File: config.mk
export PLATFORM = sky130hd
export DESIGN_NAME = page_perm_check
export DESIGN_NICKNAME = d
export VERILOG_FILES = /design/src/rtl/perm_pkg.sv /design/src/rtl/perm_table.sv /design/src/rtl/perm_decide.sv /design/src/rtl/page_perm_check.sv
export SDC_FILE = /design/constraint.sdc
export NUM_CORES = 1
export LEC_CHECK = 0
export BUFFER_PORTS_ARGS = -buffer_cell sky130_fd_sc_hd__buf_2
export CAP_MARGIN = 10
export CORE_ASPECT_RATIO = 1.75
export CORE_MARGIN = 8
export CORE_UTILIZATION = 61
export DETAILED_ROUTE_END_ITERATION = 8
export GPL_TIMING_DRIVEN = 0
export PLACE_DENSITY_LB_ADDON = 0.05
export SYNTH_ARGS = -nofsm -noshare
export SYNTH_HDL_FRONTEND = slang
export SYNTH_SLANG_ARGS = --single-unit
export TNS_END_PERCENT = 1
File: constraint.sdc
create_clock -name clk -period 3.8 [get_ports clk]
set_input_delay 0.76 -clock clk [delete_from_list [all_inputs] [get_ports clk]]
set_output_delay 0.76 -clock clk [all_outputs]
set_load 0.005 [all_outputs]
File: src/rtl/perm_pkg.sv
// Package: shared constants, cause codes and the reset contents of the
// permission table. Assumes four modes and three permission bits per mode.
package perm_pkg;
    parameter int LEVELS = 4;
    parameter int PERM_W = 3;
    parameter int ROWS   = 16;
    parameter int IDX_W  = $clog2(ROWS);
    parameter int MODE_W = $clog2(LEVELS);
    parameter int ROW_W  = LEVELS * PERM_W;

    // access kinds presented with a request
    typedef enum logic [1:0] {
        KIND_READ  = 2'd0,
        KIND_WRITE = 2'd1,
        KIND_FETCH = 2'd2,
        KIND_RSVD  = 2'd3
    } kind_e;

    // fault cause reported with a result
    typedef enum logic [1:0] {
        CAUSE_NONE   = 2'd0,
        CAUSE_ABSENT = 2'd1,
        CAUSE_DENIED = 2'd2
    } cause_e;

    // permission group bit positions: read, write, fetch
    parameter int BIT_RD = 0;
    parameter int BIT_WR = 1;
    parameter int BIT_FE = 2;

    // one group pattern for each of the four meaningful permission sets
    function automatic logic [PERM_W-1:0] set_bits(input int sel);
        case (sel)
            0:       return 3'b001;   // read
            1:       return 3'b101;   // read + fetch
            2:       return 3'b011;   // read + write
            default: return 3'b111;   // read + write + fetch
        endcase
    endfunction

    // reset row: the lowest mode holding access drops as the index climbs
    function automatic logic [ROW_W-1:0] default_row(input int idx);
        logic [ROW_W-1:0] r;
        r = '0;
        for (int lvl = 0; lvl < LEVELS; lvl++) begin
            if (lvl + idx / 4 >= LEVELS - 1)
                r[lvl*PERM_W +: PERM_W] = set_bits(idx % 4);
        end
        return r;
    endfunction
endpackage

File: src/rtl/perm_table.sv
// Permission table: ROWS registered rows with one write port and one
// asynchronous read port. Assumes a read in the write cycle sees old data.
module perm_table
    import perm_pkg::*;
#(
    parameter int N_ROWS = ROWS,
    parameter int A_W    = $clog2(N_ROWS),
    parameter int D_W    = ROW_W
) (
    input  logic           clk,
    input  logic           rst_n,
    input  logic           wr_en,
    input  logic [A_W-1:0] wr_idx,
    input  logic [D_W-1:0] wr_data,
    input  logic [A_W-1:0] rd_idx,
    output logic [D_W-1:0] rd_data
);
    logic [D_W-1:0] rows_q [N_ROWS];

    // row storage: load defaults on reset, else take single-row writes
    always_ff @(posedge clk) begin
        if (!rst_n) begin
            for (int i = 0; i < N_ROWS; i++)
                rows_q[i] <= default_row(i);
        end else if (wr_en) begin
            rows_q[wr_idx] <= wr_data;
        end
    end

    // read port: plain index into the rows
    always_comb rd_data = rows_q[rd_idx];

    AST_WR_LANDS: assert property (@(posedge clk) disable iff (!rst_n)
        $past(wr_en && rst_n) |-> rows_q[$past(wr_idx)] == $past(wr_data));
endmodule

File: src/rtl/perm_decide.sv
// Permission decision: picks the mode's group out of a table row and tests
// the bit matching the access kind. Pure combinational; absent page wins.
module perm_decide
    import perm_pkg::*;
#(
    parameter int N_LVL = LEVELS,
    parameter int G_W   = PERM_W,
    parameter int M_W   = $clog2(N_LVL)
) (
    input  logic [N_LVL*G_W-1:0] row,
    input  logic [M_W-1:0]       mode,
    input  logic [1:0]           kind,
    input  logic                 present,
    output logic                 allow,
    output logic [1:0]           cause
);
    logic [G_W-1:0] groups [N_LVL];
    logic [G_W-1:0] grp;
    logic           bit_ok;

    // slice the row into one group per mode
    for (genvar g = 0; g < N_LVL; g++) begin : g_split
        assign groups[g] = row[g*G_W +: G_W];
    end

    // mode mux
    always_comb grp = groups[mode];

    // kind to permission bit
    always_comb begin
        case (kind_e'(kind))
            KIND_READ:  bit_ok = grp[BIT_RD];
            KIND_WRITE: bit_ok = grp[BIT_WR];
            KIND_FETCH: bit_ok = grp[BIT_FE];
            default:    bit_ok = 1'b0;
        endcase
    end

    // verdict with absent-page priority
    always_comb begin
        if (!present) begin
            allow = 1'b0;
            cause = CAUSE_ABSENT;
        end else if (bit_ok) begin
            allow = 1'b1;
            cause = CAUSE_NONE;
        end else begin
            allow = 1'b0;
            cause = CAUSE_DENIED;
        end
    end
endmodule

File: src/rtl/page_perm_check.sv
// Page permission checker top: accepts one request per cycle, looks up the
// access-class row, decides, and registers the verdict with its tag.
// Assumes the consumer always takes the result (no back-pressure).
module page_perm_check
    import perm_pkg::*;
#(
    parameter int TAG_W = 8
) (
    input  logic              clk,
    input  logic              rst_n,
    input  logic              req_valid,
    output logic              req_ready,
    input  logic              req_present,
    input  logic [IDX_W-1:0]  req_acidx,
    input  logic [MODE_W-1:0] req_mode,
    input  logic [1:0]        req_kind,
    input  logic [TAG_W-1:0]  req_tag,
    input  logic              cfg_wr_en,
    input  logic [IDX_W-1:0]  cfg_wr_idx,
    input  logic [ROW_W-1:0]  cfg_wr_data,
    output logic              rsp_valid,
    output logic              rsp_allow,
    output logic              rsp_fault,
    output logic [1:0]        rsp_cause,
    output logic [TAG_W-1:0]  rsp_tag
);
    logic             ready_q;
    logic             accept;
    logic [ROW_W-1:0] row;
    logic             dec_allow;
    logic [1:0]       dec_cause;

    assign req_ready = ready_q;
    assign accept    = req_valid && ready_q;

    perm_table #(.N_ROWS(ROWS), .A_W(IDX_W), .D_W(ROW_W)) u_table (
        .clk     (clk),
        .rst_n   (rst_n),
        .wr_en   (cfg_wr_en),
        .wr_idx  (cfg_wr_idx),
        .wr_data (cfg_wr_data),
        .rd_idx  (req_acidx),
        .rd_data (row)
    );

    perm_decide #(.N_LVL(LEVELS), .G_W(PERM_W), .M_W(MODE_W)) u_decide (
        .row     (row),
        .mode    (req_mode),
        .kind    (req_kind),
        .present (req_present),
        .allow   (dec_allow),
        .cause   (dec_cause)
    );

    // ready comes up one edge after reset is released
    always_ff @(posedge clk) begin
        if (!rst_n) ready_q <= 1'b0;
        else        ready_q <= 1'b1;
    end

    // result register: verdict for the request accepted this edge
    always_ff @(posedge clk) begin
        if (!rst_n) begin
            rsp_valid <= 1'b0;
            rsp_allow <= 1'b0;
            rsp_fault <= 1'b0;
            rsp_cause <= CAUSE_NONE;
            rsp_tag   <= '0;
        end else if (accept) begin
            rsp_valid <= 1'b1;
            rsp_allow <= dec_allow;
            rsp_fault <= !dec_allow;
            rsp_cause <= dec_cause;
            rsp_tag   <= req_tag;
        end else begin
            rsp_valid <= 1'b0;
            rsp_allow <= 1'b0;
            rsp_fault <= 1'b0;
            rsp_cause <= CAUSE_NONE;
        end
    end

    AST_RSP_AFTER_ACCEPT: assert property (@(posedge clk) disable iff (!rst_n)
        accept |=> rsp_valid);
    AST_NO_SPURIOUS_RSP: assert property (@(posedge clk) disable iff (!rst_n)
        !accept |=> !rsp_valid);
    AST_TAG_PASS: assert property (@(posedge clk) disable iff (!rst_n)
        accept |=> rsp_tag == $past(req_tag));
    AST_ABSENT_FAULTS: assert property (@(posedge clk) disable iff (!rst_n)
        (accept && !req_present) |=> (rsp_fault && rsp_cause == CAUSE_ABSENT));
    AST_RSVD_DENIED: assert property (@(posedge clk) disable iff (!rst_n)
        (accept && req_present && req_kind == KIND_RSVD) |=> (rsp_fault && rsp_cause == CAUSE_DENIED));
    AST_QUIET_IDLE: assert property (@(posedge clk) disable iff (!rst_n)
        !rsp_valid |-> !rsp_allow && !rsp_fault);
endmodule

==> results of run 1 <==
## metal layers
layer  vias to the layer above  part of all wire, %
met5                         -                0.040
met4                         2                  5.6
li1                       2673                    -
met1                      3142                   34
met2                       398                   52
met3                       100                  8.0
## cells in the final DEF, fill, tap and decap left out, types with 3 or more instances in the layout
master,instances
buf_2,54
and2_1,114
nand3b_1,3
a21boi_0,8
dfxtp_1,14
mux2i_1,18
clkbuf_1,44
nand4_1,7
buf_4,9
or3_1,72
mux4_1,10
a22o_1,3
clkbuf_16,19
nand2_1,21
clkinv_1,6
nor3_1,6
nor3b_1,3
nor2b_1,7
nor2_1,21
clkinv_2,3
inv_1,3
nand3_1,14
a21oi_1,3
edfxtp_1,192
nand2b_1,18
o21ai_1,11
a31oi_1,4
buf_6,7
mux4_2,31
## final timing paths
check / from / slack [ns] / cells past startpoint / endpoint
setup / recovery: rst_n / 0.15 / 6 / u_table.rows_q[12][5]$_SDFFCE_PN0P_
hold / removal: rst_n / 0.38 / 1 / req_ready$_DFF_P_
setup reg to reg: u_table.rows_q[10][10]$_SDFFCE_PN1P_ / 1.43 / 6 / rsp_allow$_SDFF_PN0_
hold reg to reg: rsp_tag[1]$_SDFFE_PN0P_ / 0.46 / 2 / rsp_tag[1]$_SDFFE_PN0P_
## per-stage QoR
| step | cell area [sq um] | hold WS (ns) | setup slack [ns] |
|---|---|---|---|
| 2_1_floorplan | 9532 | 0.4600 | 0.8253 |
| 3_3_place_gp | 9995 | 0.4504 | -0.7767 |
| 3_5_place_dp | 10090 | 0.4558 | -0.3483 |
| 4_1_cts | 10670 | 0.3755 | 0.1299 |
| 5_1_grt | 10680 | 0.3719 | 0.04249 |
| 6_report | 10680 | 0.3824 | 0.1470 |
## flip-flops by register name (all words and copies together), names as in the netlist
signal,cells
rsp_cause,2
rsp_fault,1
req_ready,1
rsp_allow,1
u_table.rows_q,192
rsp_valid,1
rsp_tag,8
## worst reg2reg max path: cells and delay by family, from the launching register on
| kind | cells | cell delay, ns |
|---|---|---|
| AO/OA/AOI/OAI | 2 | 0.43 |
| flip-flops | 1 | 0.36 |
| AND/OR/NAND/NOR | 2 | 0.39 |
| multiplexers | 2 | 1.07 |
## power breakdown
part / switching [uW] / internal, uW
combinational: 283 / 166
sequential: 35.9 / 2600
clock: 833 / 1010
## kinds of logic after synthesis
logic type	Yosys count	synth area share [%]
AOI/OAI and AO/OA	45	3.242
and+or+nand+nor	295	18.18
DFF	206	63.43
buffers and inverters	60	2.940
muxes	61	12.21
## final cells by class
type                       count  area [sq um]
fill                        1115          4639
buffer                        57         269.0
clock buffer                  22         496.7
multi-input combinational    401          3216
clock inverter                12         83.83
timing repair buffer          56         320.3
tap                          186         232.7
sequential                   206          6046
inverter                       3         11.26
==> summary.md, run 1 <==
| Metric | Value |
|---|---|
| Post-synth top area share | approximately 60% |
| DRC | 0 |
| Area delta synth->final | 12.00% |
| Crit-path cells | buf_2 > clkbuf_1 > nand4_1 > nor3_1 > clkbuf_1 > nand2b_1 |
| HPWL Detailed | around 19,000 um |
| Grt peak-use layer | met2 |
| DRT iter0 DRCs | between 600 and 700 |
| Number of synthesized register bits | ~200 |
| GRT met2 Usage | between 40% and 50% |
| Final Hold Vio Count | 0 |
| Slowest cell on crit path | nand2b_1 |
| Pin count of the biggest net entering global routing | 16 |
| Hold Buf Count CTS | 0 |
| Top-count cell post-synth | edfxtp_1 |
| # rows | 60 |
| Critical path launch point type | input port |
| CP Max Fanout | 12 |
| RD Place Congestion | roughly 0.9 |
| Top cells by area, synth | edfxtp_1 (60%), and2_1 (7.5%), mux4_2 (7.3%), or3_1 (4.7%), dfxtp_1 (2.9%) |
| Drt wl/cell | 28.91 um |
| P_leak | approximately 0.0037 uW |
| Clock Latency Late Sink | 0.50 ns |
| Cell family with most CP delay | simple AND/OR/NAND/NOR gates |
| Gr ovfl total | 0 |
| Grt met3 use | under 10% |
| Post-Syn Area | 0.009532 sq mm |
| Max capacitance violation total | 0 |
| Core box area | approximately 0.015 sq mm |
| Final Skew | a little over 0.02 ns |
| Clk root buf | clkbuf_16 |
| # setup viols final | 0 |
| Req. time, crit path | about 3.9 ns |
| Slew Viols, Final | 0 |
| Post-CTS Setup Bufs | 0 |
| Final Cycle Share | roughly 96% |
| CTS tree | yes |
| Final-stage net count | slightly below 800 |
| Die H | 181.4 um |
| Inst Count DP | 909 |
| Seq/Total Area, Yosys | between 60 and 70% |
| Pwr per Cell Area | 461.4 mW/mm^2 |
| Starting density of the core | 62.24% |
| Die W | between 100 and 150 um |
| Hold crit path type | in2reg |
| Final ANT Viol Nets | 0 |
| H-tree depth | 1 |
| Tot Pwr | between 4000 and 5000 uW |
| # IOs | between 50 and 60 |
| Buf/Inv on CP | 3 |
| Initial DRT Pass Iterations | 5 |
| Via Count | ~6,300 |
| Ys flop type | edfxtp_1 |
| Area leader, netlist | edfxtp_1 |
| Num CTS Buffers | 19 |
| Peak VDD IR | roughly 430 uV |
| CTS max path bufs | 3 |
| FMAX | roughly 270 MHz |
| Setup TNS | 0 ns |
| List of most frequent post-synthesis cells | edfxtp_1 (192), and2_1 (114), or3_1 (72) |
| Utilization after layout | a little over two thirds |
| Clock slew at reported path FFs | 0.07 ns |
| Initial antenna violation count | 1 |
| Final WL | 27,270 um |
| Global-route wire length before repair | around 40,000 um |
| Vias per Instance | approximately 6.7 |
| Synth cell types | 42 |
| Fin crit period | 3.653 ns |
| CTS resizes | 0 |
| Mapped Nets | 704 |
| Critical path's most frequent cell | clkbuf_1 |
| CTS sink cnt | 206 |
| Met1 usage | a little under a third |
| Critical Path AT | ~3.8 ns |
| Status | completed |
| I/O Buffers | 46 |
| Post-Layout Cell Count | 943 |
| Crit path kind | in2reg |
| Synth warnings | 0 |
| Syn avg cell area | approximately 14 sq um |
| Worst Setup End Kind | flop |
| Number of diodes | 0 |
| Slew headroom | between 30% and 40% |
| RSZ-0062 raised after global routing | false |
| Post-synth EDFFs | roughly 190 |
| Syn Inst Count | 667 |
| Die area | around 0.02 sq mm |
| Vias in the first global route | ~6,600 |
| Layout cell share with drive strength beyond 1 | 18.10% |
| Worst path max stage delay | 0.76 ns |
| Gr usage total | 27.03% |
| Asr flop ratio synth | 0% |
| Worst-Margin Slew | 1.008 ns |
No activity file was read; power rests on OpenSTA's default activity.
==> run 2, diff against run 1 <==
--- a/config.mk
+++ b/config.mk
@@ -9,11 +9,12 @@
 export CAP_MARGIN = 10
 export CORE_ASPECT_RATIO = 1.75
 export CORE_MARGIN = 8
-export CORE_UTILIZATION = 61
+export CORE_UTILIZATION = 52
 export DETAILED_ROUTE_END_ITERATION = 8
 export GPL_TIMING_DRIVEN = 0
 export PLACE_DENSITY_LB_ADDON = 0.05
 export SYNTH_ARGS = -nofsm -noshare
 export SYNTH_HDL_FRONTEND = slang
+export SYNTH_HIERARCHICAL = 1
 export SYNTH_SLANG_ARGS = --single-unit
 export TNS_END_PERCENT = 1
==> run 2 against run 1 <==
Power is 1.4% higher. Wire length is 4.9% lower. Critical path depth stayed put. Fmax is 22% higher. Largest cell class unchanged. Largest power group unchanged.
==> summary.md, run 2 <==
| Metric | Value |
|---|---|
| Status | completed |
| Slew headroom | 43.31% (+11 points) |
| Die W | 117.5 um (+6.3%) |
| Final Cycle Share | 78.75% (-17 points) |
| CTS sink cnt | 206 (unchanged) |
| Worst path max stage delay | 0.64 ns (-0.12 ns) |
| Synth cell types | 31 (-26%) |
| Logic pwr share | 9.0% (about the same) |
| Asr flop ratio synth | 0% (unchanged) |
| Number of synthesized register bits | 206 (unchanged) |
| Layout cell share with drive strength beyond 1 | 22.33% (+4.2 points) |
| Area delta synth->final | 13.64% |
| R2R Setup Slk | 1.56 ns (+0.13 ns) |
| DRT iter0 DRCs | 449 (-26%) |
| CTS tree | yes |
| Xor/xnor share of the synthesized area | 0% (unchanged) |
| Area leader, netlist | edfxtp_1 |
| Sw Ratio | 22.86% (-0.52 points) |
| Max capacitance violation total | 0 (unchanged) |
| P_sw | 1142 uW (-0.79%) |
| Most frequent cells in the layout | edfxtp_1 (192), and2_1 (117), or3_1 (70), buf_2 (53), mux4_2 (48) |
| Initial DRT Pass Iterations | 5 (unchanged) |
| Setup crit end | u_table/rows_q[12][3]$_SDFFCE_PN1P_ |
| Final setup margin | 0.8076 ns (+0.6606 ns) |
| Clock slew at reported path FFs | 0.06 ns (about the same) |
| Clk root buf | clkbuf_16 |
| Peak VDD IR | 406.9 uV (-6.2%) |
| Worst flop-to-flop path endpoint | rsp_cause[1]$_SDFF_PN0_ |
| Vias in the first global route | 6,019 (-9.4%) |
| Post-CTS Setup Bufs | 0 (unchanged) |
| CTS max path bufs | 3 (unchanged) |
| Ys flop type | edfxtp_1 |
| Final Hold Vio Count | 0 (unchanged) |
| Synth Area in Adders | 0% (unchanged) |
| Pint | 3855 uW (+2.1%) |
| RSZ-0062 raised after global routing | false |
| Starting density of the core | 52.38% (-9.9 points) |
| Mux contribution to synthesized area | 12.17% (-0.033 points) |
| DRC | 0 (unchanged) |
| Worst Setup End Kind | flop |
| # setup viols final | 0 (unchanged) |
| CTS resizes | 0 (unchanged) |
| RR Startpoint | u_table/rows_q[10][7]$_SDFFCE_PN1P_ |
| Vias per Instance | 6.009 (-10%) |
| Pin count of the biggest net entering global routing | 16 (unchanged) |
| RD Place Congestion | 1.033 (+15%) |
| Simple-gate portion of the synthesized area | 16.77% (-1.4 points) |
| Number of diodes | 0 (unchanged) |
| Final-stage net count | 744 (-4.7%) |
| Pre-CTS setup slack | 0.3286 ns (+0.6769 ns) |
| Hold crit path type | reg2reg |
| Largest register FFs | 192 (unchanged) |
| Post-synth EDFFs | 192 (unchanged) |
| Clock Latency Late Sink | 0.49 ns (about the same) |
| P_leak | 0.003649 uW (-1.3%) |
| Critical Path AT | 3.12 ns (-0.65 ns) |
| Post-synth top area share | 61.51% (+1.0 points) |
| Crit-path cells | buf_2 > buf_4 > nand4_1 > nor3_1 > clkbuf_1 > nand2b_1 |
| HPWL Detailed | 18,610 um (-4.3%) |
| Drt wl/cell | 27.14 um (-6.1%) |
| Initial antenna violation count | 0 (-1) |
| Mapped Nets | 664 (-5.7%) |
| Hold Buf Count CTS | 0 (unchanged) |
| I/O Buffers | 46 (unchanged) |
| Seq/Total Area, Yosys | 64.50% (+1.1 points) |
| Die area | 0.02275 sq mm (+13%) |
| Req. time, crit path | 3.93 ns (+0.02 ns) |
| Top reg by flops | u_table/rows_q |
| Syn Inst Count | 627 (-6.0%) |
| Fin crit period | 2.992 ns (-0.6606 ns) |
| Top cells by area, synth | edfxtp_1 (62%), mux4_2 (12%), and2_1 (7.8%), or3_1 (4.7%), dfxtp_1 (3.0%) |
| Slew Viols, Final | 0 (unchanged) |
| Leading cell type in the layout, fill and taps excluded | edfxtp_1 |
| Clock Power Share | 38.2% (+0.8 points) |
| Top-count cell post-synth | edfxtp_1 |
| Final ANT Viol Nets | 0 (unchanged) |
| Final WL | 25,920 um (-4.9%) |
| Via Count | 5,739 (-9.1%) |
| Core box area | 0.01789 sq mm (+17%) |
| Sequential cell fraction of total power | 52.7% (-0.8 points) |
| Die H | 193.6 um (+6.7%) |
| Global-route wire length before repair | 38,340 um (-5.8%) |
| Slowest cell on crit path | nor3_1 |
| R2r worst-path depth | 8 (+2) |
| Final Skew | 0.01236 ns (-0.008129 ns) |
| Critical path launch point type | input port |
| CP startpoint | rst_n |
| Hold Path Origin | rsp_tag[2]$_SDFFE_PN0P_ |
| Pwr per Cell Area | 469.1 mW/mm^2 (+1.7%) |
| CP Max Fanout | 12 (unchanged) |
| Gr usage total | 22.81% (-4.2 points) |
| Compound-Gate Fraction of Synth Area | 3.618% (+0.38 points) |
| Largest registers | u_table/rows_q (192), rsp_tag (8), rsp_cause (2) |
| Synth warnings | 6 (+6) |
| Setup TNS | 0 ns (unchanged) |
| # rows | 65 (+8.3%) |
| Gr ovfl total | 0 (unchanged) |
| Crit path kind | in2reg |
| Post-Syn Area | 0.009373 sq mm (-1.7%) |
| Syn avg cell area | 14.95 sq um (+4.6%) |
| List of most frequent post-synthesis cells | edfxtp_1 (192), and2_1 (117), or3_1 (70) |
| Main combinational cell family by area after synthesis | simple AND/OR/NAND/NOR gates |
| Num CTS Buffers | 20 (+1) |
| H-tree depth | 1 (unchanged) |
| Worst-Margin Slew | 0.8503 ns (-0.1579 ns) |
| # IOs | 51 (unchanged) |
| FMAX | 334.2 MHz (+22%) |
run 2: how the worst min path moves through the flow:
stage | to | slack [ns] | cells past startpoint
after global placement | rsp_tag[5]$_SDFFE_PN0P_ | 0.44 | 2
after detailed placement | rsp_tag[2]$_SDFFE_PN0P_ | 0.45 | 2
after global routing | req_ready$_DFF_P_ | 0.45 | 1
after floorplan | rsp_tag[0]$_SDFFE_PN0P_ | 0.46 | 2
after CTS | req_ready$_DFF_P_ | 0.45 | 1
final | rsp_tag[2]$_SDFFE_PN0P_ | 0.46 | 2
run 2: power by group through the flow:
stage	logic [uW]	registers (uW)	clock network, uW
after floorplan	254	2670	0
after CTS	454	2640	1940
after global placement	428	2680	0
after global routing	477	2640	2020
final	452	2640	1910
after detailed placement	453	2680	0
run 2: final cells by class:
cell class                 count  area [sq um]
tap                          234         292.8
clock inverter                11         83.83
clock buffer                  25         540.5
buffer                        55         267.8
timing repair buffer          58         361.6
inverter                       2         7.507
fill                        1466          7241
multi-input combinational    364          3052
sequential                   206          6046
run 2: logic make-up after synthesis:
logic type,count (synthesis)
simple gates,262
flops,206
mux,54
buf+inv,57
compound gates,48
run 2: critical path, delay by kind of cell:
kind | cells | cell delay (ns)
buf+inv | 3 | 0.79
simple gates | 3 | 1.55
run 2: routing by layer:
metal | GRT usage, % | share of wire, % | vias to the layer above | wire, um
li1 | - | - | 2536 | -
met1 | 25.65 | 37 | 2941 | 9594
met2 | 41.90 | 54 | 222 | 13960
met3 | 3.265 | 5.2 | 40 | 1346
met4 | 9.876 | 3.9 | 0 | 1017
met5 | 0 | 0 | - | 0
run 2: stage by stage:
step	power [uW]	hold WS [ns]	utilization, %	instance area, sq um	instances
2_1_floorplan	2924	0.4555	-	9373	627
3_3_place_gp	3106	0.4426	55.31	9896	907
3_5_place_dp	3137	0.4541	56.04	10030	919
4_1_cts	5025	0.4513	59.53	10650	955
5_1_grt	5145	0.4469	59.53	10650	955
6_report	4997	0.4603	59.53	10650	955
